[config.mk]
export PLATFORM = sky130hd
export DESIGN_NAME = region_guard
export DESIGN_NICKNAME = d
export VERILOG_FILES = /design/src/rtl/rgd_pkg.sv /design/src/rtl/rgd_regfile.sv /design/src/rtl/rgd_match.sv /design/src/rtl/region_guard.sv
export SDC_FILE = /design/constraint.sdc
export NUM_CORES = 2
export LEC_CHECK = 0
export CAP_MARGIN = 20
export CORE_MARGIN = 8
export CORE_UTILIZATION = 70
export CTS_BUF_LIST = sky130_fd_sc_hd__clkbuf_4 sky130_fd_sc_hd__clkbuf_8
export CTS_CLUSTER_DIAMETER = 80
export CTS_CLUSTER_SIZE = 30
export DETAILED_ROUTE_END_ITERATION = 10
export GPL_ROUTABILITY_DRIVEN = 1
export PLACE_DENSITY = 0.9
export RECOVER_POWER = 25
export SLEW_MARGIN = 30
export SYNTH_ARGS = -nofsm -noshare
export SYNTH_HDL_FRONTEND = slang
export SYNTH_HIERARCHICAL = 1
export SYNTH_SLANG_ARGS = --single-unit
[constraint.sdc]
create_clock -name clk -period 8.75 [get_ports clk]
set_input_delay 1.75 -clock clk [delete_from_list [all_inputs] [get_ports clk]]
set_output_delay 1.75 -clock clk [all_outputs]
set_load 0.01 [all_outputs]
[src/rtl/rgd_pkg.sv]
package rgd_pkg;

    typedef enum logic [1:0] {
        ST_IDLE,
        ST_FWD,
        ST_ERR
    } rgd_state_e;

    localparam logic [1:0] RSP_OKAY   = 2'b00;
    localparam logic [1:0] RSP_SLVERR = 2'b10;
    localparam logic [1:0] RSP_DECERR = 2'b11;

    // control word, bit0 at the bottom
    typedef struct packed {
        logic err_decerr;
        logic psn_attr;
        logic psn_addr;
        logic def_wr;
        logic def_rd;
    } rgd_ctrl_t;

    // window attributes, bit0 at the bottom
    typedef struct packed {
        logic secure;
        logic enable;
        logic rd_ok;
        logic wr_ok;
    } rgd_attr_t;

    localparam int CTRL_W   = $bits(rgd_ctrl_t);
    localparam int ATTR_W   = $bits(rgd_attr_t);
    localparam int WIN_BASE = 16;

endpackage

[src/rtl/rgd_regfile.sv]
module rgd_regfile
    import rgd_pkg::*;
#(
    parameter int NUM_REGIONS = 16,
    parameter int MID_W       = 4,
    parameter int ADDR_W      = 32,
    parameter int DATA_W      = 32,
    parameter int CFG_AW      = 7
) (
    input  logic                                     clk,
    input  logic                                     rst_n,
    input  logic                                     cfg_we,
    input  logic [CFG_AW-1:0]                        cfg_addr,
    input  logic [DATA_W-1:0]                        cfg_wdata,
    input  logic [MID_W-1:0]                         cfg_mid,
    output rgd_ctrl_t                                ctrl,
    output logic                                     locked,
    output logic [NUM_REGIONS-1:0][ADDR_W-1:0]       win_lo,
    output logic [NUM_REGIONS-1:0][ADDR_W-1:0]       win_hi,
    output logic [NUM_REGIONS-1:0][(1<<MID_W)-1:0]   win_mask,
    output rgd_attr_t [NUM_REGIONS-1:0]              win_attr
);
    localparam int NUM_MIDS = 1 << MID_W;

    logic [NUM_MIDS-1:0] bypass_q;
    logic                wr_take;

    // a locked file still accepts writes from bypass masters
    assign wr_take = cfg_we && (!locked || bypass_q[cfg_mid]);

    always_ff @(posedge clk or negedge rst_n) begin
        if (!rst_n) begin
            ctrl     <= '0;
            locked   <= 1'b0;
            bypass_q <= '0;
            win_lo   <= '0;
            win_hi   <= '0;
            win_mask <= '0;
            win_attr <= '0;
        end else if (wr_take) begin
            if (cfg_addr == CFG_AW'(0)) ctrl     <= cfg_wdata[CTRL_W-1:0];
            if (cfg_addr == CFG_AW'(1)) locked   <= locked | cfg_wdata[0];
            if (cfg_addr == CFG_AW'(2)) bypass_q <= cfg_wdata[NUM_MIDS-1:0];
            for (int r = 0; r < NUM_REGIONS; r++) begin
                if (cfg_addr == CFG_AW'(WIN_BASE + 4*r + 0)) win_lo[r]   <= cfg_wdata[ADDR_W-1:0];
                if (cfg_addr == CFG_AW'(WIN_BASE + 4*r + 1)) win_hi[r]   <= cfg_wdata[ADDR_W-1:0];
                if (cfg_addr == CFG_AW'(WIN_BASE + 4*r + 2)) win_mask[r] <= cfg_wdata[NUM_MIDS-1:0];
                if (cfg_addr == CFG_AW'(WIN_BASE + 4*r + 3)) win_attr[r] <= cfg_wdata[ATTR_W-1:0];
            end
        end
    end

endmodule

[src/rtl/rgd_match.sv]
module rgd_match
    import rgd_pkg::*;
#(
    parameter int NUM_REGIONS = 16,
    parameter int MID_W       = 4,
    parameter int ADDR_W      = 32
) (
    input  rgd_ctrl_t                                ctrl,
    input  logic [NUM_REGIONS-1:0][ADDR_W-1:0]       win_lo,
    input  logic [NUM_REGIONS-1:0][ADDR_W-1:0]       win_hi,
    input  logic [NUM_REGIONS-1:0][(1<<MID_W)-1:0]   win_mask,
    input  rgd_attr_t [NUM_REGIONS-1:0]              win_attr,
    input  logic [ADDR_W-1:0]                        addr,
    input  logic [MID_W-1:0]                         mid,
    input  logic                                     write,
    input  logic                                     nonsec,
    output logic                                     poison
);
    localparam int SEL_W = $clog2(NUM_REGIONS > 1 ? NUM_REGIONS : 2);

    logic [NUM_REGIONS-1:0] claim;
    logic [SEL_W-1:0]       sel;
    logic                   any;
    logic                   violation;
    logic                   attr_bad;
    rgd_attr_t              a;

    for (genvar r = 0; r < NUM_REGIONS; r++) begin : g_win
        assign claim[r] = win_attr[r].enable && (addr >= win_lo[r]) && (addr <= win_hi[r]);
    end

    // lowest index wins: scan from the top so the last hit kept is the lowest
    always_comb begin
        sel = '0;
        any = 1'b0;
        for (int r = NUM_REGIONS - 1; r >= 0; r--) begin
            if (claim[r]) begin
                sel = SEL_W'(r);
                any = 1'b1;
            end
        end
    end

    always_comb begin
        a = win_attr[sel];
        if (any) begin
            violation = !win_mask[sel][mid] || !(write ? a.wr_ok : a.rd_ok);
        end else begin
            violation = !(write ? ctrl.def_wr : ctrl.def_rd);
        end
        attr_bad = any && a.secure && nonsec;
        poison   = (violation && ctrl.psn_addr) || (attr_bad && ctrl.psn_attr);
    end

endmodule

[src/rtl/region_guard.sv]
module region_guard
    import rgd_pkg::*;
#(
    parameter int NUM_REGIONS = 16,
    parameter int MID_W       = 4,
    parameter int ADDR_W      = 32,
    parameter int DATA_W      = 32,
    parameter int CFG_AW      = $clog2(WIN_BASE + 4*NUM_REGIONS)
) (
    input  logic              clk,
    input  logic              rst_n,
    input  logic              cfg_we,
    input  logic [CFG_AW-1:0] cfg_addr,
    input  logic [DATA_W-1:0] cfg_wdata,
    input  logic [MID_W-1:0]  cfg_mid,
    input  logic              req_valid,
    output logic              req_ready,
    input  logic              req_write,
    input  logic [ADDR_W-1:0] req_addr,
    input  logic [MID_W-1:0]  req_mid,
    input  logic              req_nonsec,
    input  logic [DATA_W-1:0] req_wdata,
    output logic              rsp_valid,
    output logic [1:0]        rsp_code,
    output logic [DATA_W-1:0] rsp_rdata,
    output logic              slv_valid,
    output logic              slv_write,
    output logic [ADDR_W-1:0] slv_addr,
    output logic [DATA_W-1:0] slv_wdata,
    input  logic              slv_ack,
    input  logic [DATA_W-1:0] slv_rdata
);
    localparam int NUM_MIDS = 1 << MID_W;

    rgd_ctrl_t                             ctrl;
    logic                                  cfg_locked;
    logic [NUM_REGIONS-1:0][ADDR_W-1:0]    win_lo;
    logic [NUM_REGIONS-1:0][ADDR_W-1:0]    win_hi;
    logic [NUM_REGIONS-1:0][NUM_MIDS-1:0]  win_mask;
    rgd_attr_t [NUM_REGIONS-1:0]           win_attr;
    logic                                  poison;

    rgd_state_e        state_q, state_d;
    logic              accept;
    logic              cap_write;
    logic [ADDR_W-1:0] cap_addr;
    logic [DATA_W-1:0] cap_wdata;
    logic [1:0]        cap_err;

    rgd_regfile #(
        .NUM_REGIONS(NUM_REGIONS), .MID_W(MID_W), .ADDR_W(ADDR_W),
        .DATA_W(DATA_W), .CFG_AW(CFG_AW)
    ) u_regs (
        .clk(clk), .rst_n(rst_n), .cfg_we(cfg_we), .cfg_addr(cfg_addr),
        .cfg_wdata(cfg_wdata), .cfg_mid(cfg_mid), .ctrl(ctrl),
        .locked(cfg_locked), .win_lo(win_lo), .win_hi(win_hi),
        .win_mask(win_mask), .win_attr(win_attr)
    );

    rgd_match #(
        .NUM_REGIONS(NUM_REGIONS), .MID_W(MID_W), .ADDR_W(ADDR_W)
    ) u_match (
        .ctrl(ctrl), .win_lo(win_lo), .win_hi(win_hi), .win_mask(win_mask),
        .win_attr(win_attr), .addr(req_addr), .mid(req_mid),
        .write(req_write), .nonsec(req_nonsec), .poison(poison)
    );

    assign accept = req_valid && (state_q == ST_IDLE);

    // state register and request capture
    always_ff @(posedge clk or negedge rst_n) begin
        if (!rst_n) begin
            state_q   <= ST_IDLE;
            cap_write <= 1'b0;
            cap_addr  <= '0;
            cap_wdata <= '0;
            cap_err   <= RSP_SLVERR;
        end else begin
            state_q <= state_d;
            if (accept) begin
                cap_write <= req_write;
                cap_addr  <= req_addr;
                cap_wdata <= req_wdata;
                cap_err   <= ctrl.err_decerr ? RSP_DECERR : RSP_SLVERR;
            end
        end
    end

    // transitions
    always_comb begin
        state_d = state_q;
        unique case (state_q)
            ST_IDLE: if (accept) state_d = poison ? ST_ERR : ST_FWD;
            ST_FWD:  if (slv_ack) state_d = ST_IDLE;
            ST_ERR:  state_d = ST_IDLE;
            default: state_d = ST_IDLE;
        endcase
    end

    // outputs
    always_comb begin
        req_ready = 1'b0;
        rsp_valid = 1'b0;
        rsp_code  = RSP_OKAY;
        rsp_rdata = '0;
        slv_valid = 1'b0;
        slv_write = cap_write;
        slv_addr  = cap_addr;
        slv_wdata = cap_wdata;
        unique case (state_q)
            ST_IDLE: req_ready = 1'b1;
            ST_FWD: begin
                slv_valid = 1'b1;
                rsp_valid = slv_ack;
                if (slv_ack && !cap_write) rsp_rdata = slv_rdata;
            end
            ST_ERR: begin
                rsp_valid = 1'b1;
                rsp_code  = cap_err;
            end
            default: req_ready = 1'b0;
        endcase
    end

endmodule

# After elaboration in Yosys (flattened, before gate mapping)

Index checks and enable logic that the tools add are counted.

Add/subtract/negate cells: 0
$mul: 0
Div/mod/pow operators: 0
Magnitude comparators: 35
Equal/unequal tests: 70
Shift operators: 0
Multiplexer cells: 54
Bitwise gates (word level): 1
Reductions and logical operators: 117

Operator list:

| kind                 | number |
|---|---|
| $ge A32 B32 Y1       | 16 |
| $le A32 B32 Y1       | 16 |
| $eq A7 B6 Y1 const B | 32 |
| $reduce_and A2 Y1    | 68 |
| $eq A7 B5 Y1 const B | 16 |
| $eq A7 B7 Y1 const B | 16 |
| $mux W4              | 17 |
| $bmux W16 S4         | 1 |
| $mux W32             | 2 |
| $logic_and A1 B1 Y1  | 39 |
| $mux W1              | 24 |
| $bmux W4 S4          | 1 |
| $mux W16             | 1 |
| $lt A4 B5 Y1 const B | 3 |
| $bmux W1 S4          | 2 |
| $mux W2              | 4 |
| $eq A7 B1 Y1 const B | 1 |
| $eq A7 B2 Y1 const B | 1 |
| $logic_not A7 Y1     | 1 |
| $logic_not A1 Y1     | 5 |
| $ne A2 B2 Y1 const B | 2 |
| $pmux W2 S2          | 1 |
| $logic_or A1 B1 Y1   | 3 |
| $eq A2 B1 Y1 const B | 1 |
| other kinds (4)      | 4 |

Flip-flop bits (word level): 1435
Bits in latches: 0
Bits in writable memories: 0
Bits in read-only memories: 0
Output and inout port bits: 102
Word-level logic and storage cells: 401
Memories kept: 0

# Logic depth before layout (Yosys ltp)

Word-level depth: 31
Depth in mapped cells: 23

# Cells and area by module

Netlist, hierarchy kept.

By module, submodules not included:

| module       | times used | cells an instance | area an instance (um2) | sequential area each (um2) |
|---|---|---|---|---|
| rgd_regfile  | 1          | 3109              | 52838.2                | 34182.8 |
| rgd_match    | 1          | 4063              | 29041.6                | 0.0 |
| region_guard | 1          | 194               | 2910.3                 | 1701.6 |

# Worst setup path after synthesis

Ideal clock, no wire load.

Kind: input to register
Start point: in req_addr[0]
End point: reg state_q[1]
Arrival: 6.578 ns
Slack: 2.077 ns
Stages on the path: 19
Cell sequence: inv_1 ha_1 nand2b_1 a2111oi_0 a2111oi_0 o311a_1 a211oi_1 nand4b_1 or4b_1 buf_6 a31oi_4 mux4_2 a21o_1 o41a_1 and4_1 o2bb2ai_1 a21oi_1 inv_1 o31ai_1

Longest elaborated chain between the ends: 31

RTL lines:

| what                              | line               | source |
|---|---|---|
| from (decl)                       | region_guard.sv:19 | `input logic [ADDR_W-1:0] req_addr,` |
| $ge A32 B32 Y1                    | rgd_match.sv:29    | `assign claim[r] = win_attr[r].enable && (addr >= win_lo[r]) && (addr <= win_hi[r]);` |
| $logic_and A1 B1 Y1 (2 in series) | rgd_match.sv:29    |  |
| $mux W4 (16 in series)            | rgd_match.sv:37    | `if (claim[r]) begin` |
| $bmux W16 S4                      | rgd_match.sv:47    | `violation = !win_mask[sel][mid] \|\| !(write ? a.wr_ok : a.rd_ok);` |
| $mux W16 (not written as such)    | rgd_match.sv:47    |  |
| $bmux W1 S4                       | rgd_match.sv:47    |  |
| $mux W1 (not written as such)     | rgd_match.sv:47    |  |
| $logic_not A1 Y1                  | rgd_match.sv:47    |  |
| $logic_or A1 B1 Y1                | rgd_match.sv:47    |  |
| $mux W1                           | rgd_match.sv:46    | `if (any) begin` |
| $logic_and A1 B1 Y1               | rgd_match.sv:52    | `poison = (violation && ctrl.psn_addr) \|\| (attr_bad && ctrl.psn_attr);` |
| $logic_or A1 B1 Y1 *              | rgd_match.sv:52    |  |
| named net poison                  | region_guard.sv:41 | `logic poison;` |
| $mux W2 * (2 in series)           | region_guard.sv:93 | `ST_IDLE: if (accept) state_d = poison ? ST_ERR : ST_FWD;` |
| $pmux W2 S2 *                     | region_guard.sv:92 | `unique case (state_q)` |
| to (signal assigned)              | region_guard.sv:79 | `state_q <= state_d;` |
| to (decl)                         | region_guard.sv:43 | `rgd_state_e state_q, state_d;` |

The timed path passes the listed nets; every way through them passes the cells marked *. The select of a mux whose other input is x is not followed.
A chain may end at the register's enable or synchronous reset.

# Worst setup path in the final report

Start point: in req_addr[4]
End point: reg state_q[1]

The elaborated chain is that of the path after synthesis.

==> results.json <==
{
  "startpoint_type": "input port",
  "cp.required_ns": 9.48,
  "grt_pass1_vias": 63890,
  "routed_wl_mm": 252.1,
  "worst_pin_slew_ns": 6.661,
  "post_cts_buffers": 0,
  "irDropWorstVdd_v": 0.0001703,
  "hold_violations": 0,
  "synth_fa_ha_area_share_pct": 15.17,
  "outcome": "finished with violations",
  "gr-total-overflow": 0,
  "grt_max_degree": 182,
  "cts-hold-fix-buffers": 0,
  "dr.first_iter.drc_count": 7056,
  "antenna_left": 0,
  "antenna_found_initial": 14,
  "synth_top_area_share_pct": 42.32,
  "cts.path.max_buffers": 3,
  "r2r-start": "u_regs/win_lo[341]",
  "track_usage_pct": 37.05,
  "post_drt_via_cell_ratio": 6.714,
  "ys_async_sr_fraction_pct": 100.0,
  "cts_tree": "done",
  "die_w_um": 364.0,
  "io_pins": 252,
  "numCtsBuffers": 67,
  "syn_inst": 7366,
  "clk_pin_slew_ns": 0.16,
  "maxSlewHeadroom_pct": -344.1,
  "power_density_nw_per_um2": 164.7,
  "clk-insertion-delay-late_ns": 0.84,
  "die_h_um": 364.0,
  "routedWlPerCell_um": 27.37,
  "worstHoldStart": "u_regs/win_lo[499]",
  "fin_tns_setup_ns": 0,
  "cp_data_arrival_time_ns": 8.75,
  "postCtsResizedCells": 0,
  "fin_ws_ns": 0.7353,
  "dpl_worst_slack_ns": 0.3058,
  "netlist_top_cells_count": "dfrtp_1, mux2_2, inv_1",
  "min_period_ns": 8.015,
  "synth_cell_type_count": 92,
  "hp-class": "flop to flop",
  "start_util_pct": 70.68,
  "yosysWarnings": 6,
  "rsz0062_at_grt": "false",
  "dr.pass1.iters": 8,
  "place.gp.congestion": 0.9520,
  "area_delta_synth_final_pct": 6.955,
  "fin_cells": 9211,
  "numClockSinks": 1434,
  "end_kind": "flop",
  "synth_compound_gate_area_share_pct": 7.598,
  "grt_pass1_wl_mm": 377.2,
  "synth_top_family_by_area": "multiplexers",
  "use_met2_pct": 58.53,
  "via_count": 61840,
  "crit_start": "req_addr[4]",
  "leakage_uw": 0.04331,
  "crit_type": "input port to flop",
  "yosys.area.top_type": "dfrtp_1",
  "synth_nets": 8544,
  "synth.avg_cell_area_um2": 11.51,
  "placed_cells": 9082,
  "gr-max-usage-layer": "met2",
  "synth_area_leaders": "dfrtp_1, mux2_2, ha_1",
  "yosys_register_bits": 1434,
  "core_area_um2": 120000,
  "io_buffers": 251,
  "worstPathMaxFanout": 32,
  "drc_errors": 0,
  "die_area_um2": 132500,
  "use_met3_pct": 7.923,
  "fin_nets": 8723,
  "fmax_ghz": 0.1248,
  "whs_ns": 0.5140,
  "grt.met1_usage_pct": 47.39,
  "netlist_area_um2": 84790,
  "synth-main-ff-cell": "dfrtp_1",
  "synth_xor_area_share_pct": 0,
  "yosysSeqAreaShare_pct": 42.32,
  "maxSlewViolCount": 175,
  "max-cap-violations": 2,
  "place_hpwl_mm": 166.3,
  "fin_crit_sh_pct": 91.60,
  "synth_simple_gate_area_share_pct": 6.962,
  "cts_root_buffer": "clkbuf_8",
  "clock_skew_ns": 0.07565,
  "synth_mux_area_share_pct": 21.31,
  "setup_viol": 0,
  "htreeDepth": 3,
  "violations": "capacitance limit, slew limit",
  "rows": 127,
  "yosysMostFrequentCell": "dfrtp_1",
  "synth_edf_count": 0,
  "drive_above_1_share_pct": 23.84
}
## logic make-up (layout without fill, tap and decap cells)
family | after synthesis | count (layout)
buffers and inverters | 1354 | 1577
muxes | 1541 | 1541
DFF | 1434 | 1434
and+or+nand+nor | 1027 | 1027
adders and majority gates | 1028 | 1028
other | 0 | 10
AOI/OAI and AO/OA | 982 | 982
## placed cells by master, fill, tap and decap left out, types with 158 or more instances in the layout
cell type and count:
dfrtp_1 1434, inv_1 1037, mux2_2 1197, a21oi_1 318, ha_1 1028, o21ai_0 158
mux2_4 173, clkdlybuf4s50_1 185, nand4_1 182, nand2_1 262
## sequential cells by signal (all words and copies together) (netlist names)
| name | flops |
|---|---|
| u_regs/win_hi | 512 |
| u_regs/win_lo | 512 |
| u_regs/win_mask | 256 |
| u_regs/win_attr | 64 |
| slv_addr | 32 |
| slv_wdata | 32 |
| u_regs/bypass_q | 16 |
| u_regs/ctrl | 5 |
| state_q | 2 |
| cap_err | 1 |
| slv_write | 1 |
| u_regs/locked | 1 |
## power breakdown
part           switching [µW]  internal, µW  total (µW)
Clock                    2220          1020        3240
Sequential                405          7280        7690
Combinational            2210          1800        4010
## per-layer routing
layer  vias to the layer above  wire [µm]
li1                      26440          -
met1                     31000      96380
met2                      3518     114500
met3                       877      25060
met4                         6      16170
met5                         -         41
## critical path, stage by stage
cell	delay, ns
buf_2	0.43
buf_4	0.39
buf_4	0.35
ha_1	0.22
a21oi_1	0.09
nor2_1	0.13
a2111oi_0	0.10
buf_4	0.15
a211oi_1	0.71
o211ai_1	0.27
a32oi_1	0.52
o21bai_1	0.22
buf_4	0.22
a31oi_4	0.55
buf_12	0.31
mux2i_1	0.28
o22ai_1	0.11
nor3_1	0.25
nor3_1	0.08
nor4_1	0.50
o2bb2ai_1	0.14
a21oi_1	0.55
inv_1	0.12
o31ai_1	0.26
## worst paths after layout
path,to,slack (ns),cells past startpoint
worst max-delay path,state_q[1],0.74,24
worst min-delay path,u_regs/win_lo[499],0.51,1
worst max register to register,state_q[1],1.92,20
worst min register to register,u_regs/win_lo[499],0.51,1
max in group asynchronous,u_regs/win_lo[215],1.46,3
min in group asynchronous,u_regs/win_lo[232],3.48,1
## area by class of cell
cell class | instances | area (µm²)
multi-input combinational | 4578 | 43430
sequential | 1434 | 35880
fill | 7506 | 29280
timing repair buffer | 426 | 3918
inverter | 1038 | 3896
tap | 1612 | 2017
clock buffer | 78 | 1055
clock inverter | 35 | 465.4
antenna | 10 | 25.02
## stage by stage
stage | instance area (µm²) | power [µW] | utilization, %
detailed placement | 88930 | 11690 | 74.13
global route | 90680 | 15540 | 75.58
finish | 90690 | 14940 | 75.59
CTS | 90450 | 14860 | 75.39
global placement | 88890 | 11420 | 74.09
floorplan | 84790 | 10000 | -
No activity file was read; power rests on OpenSTA's default activity.
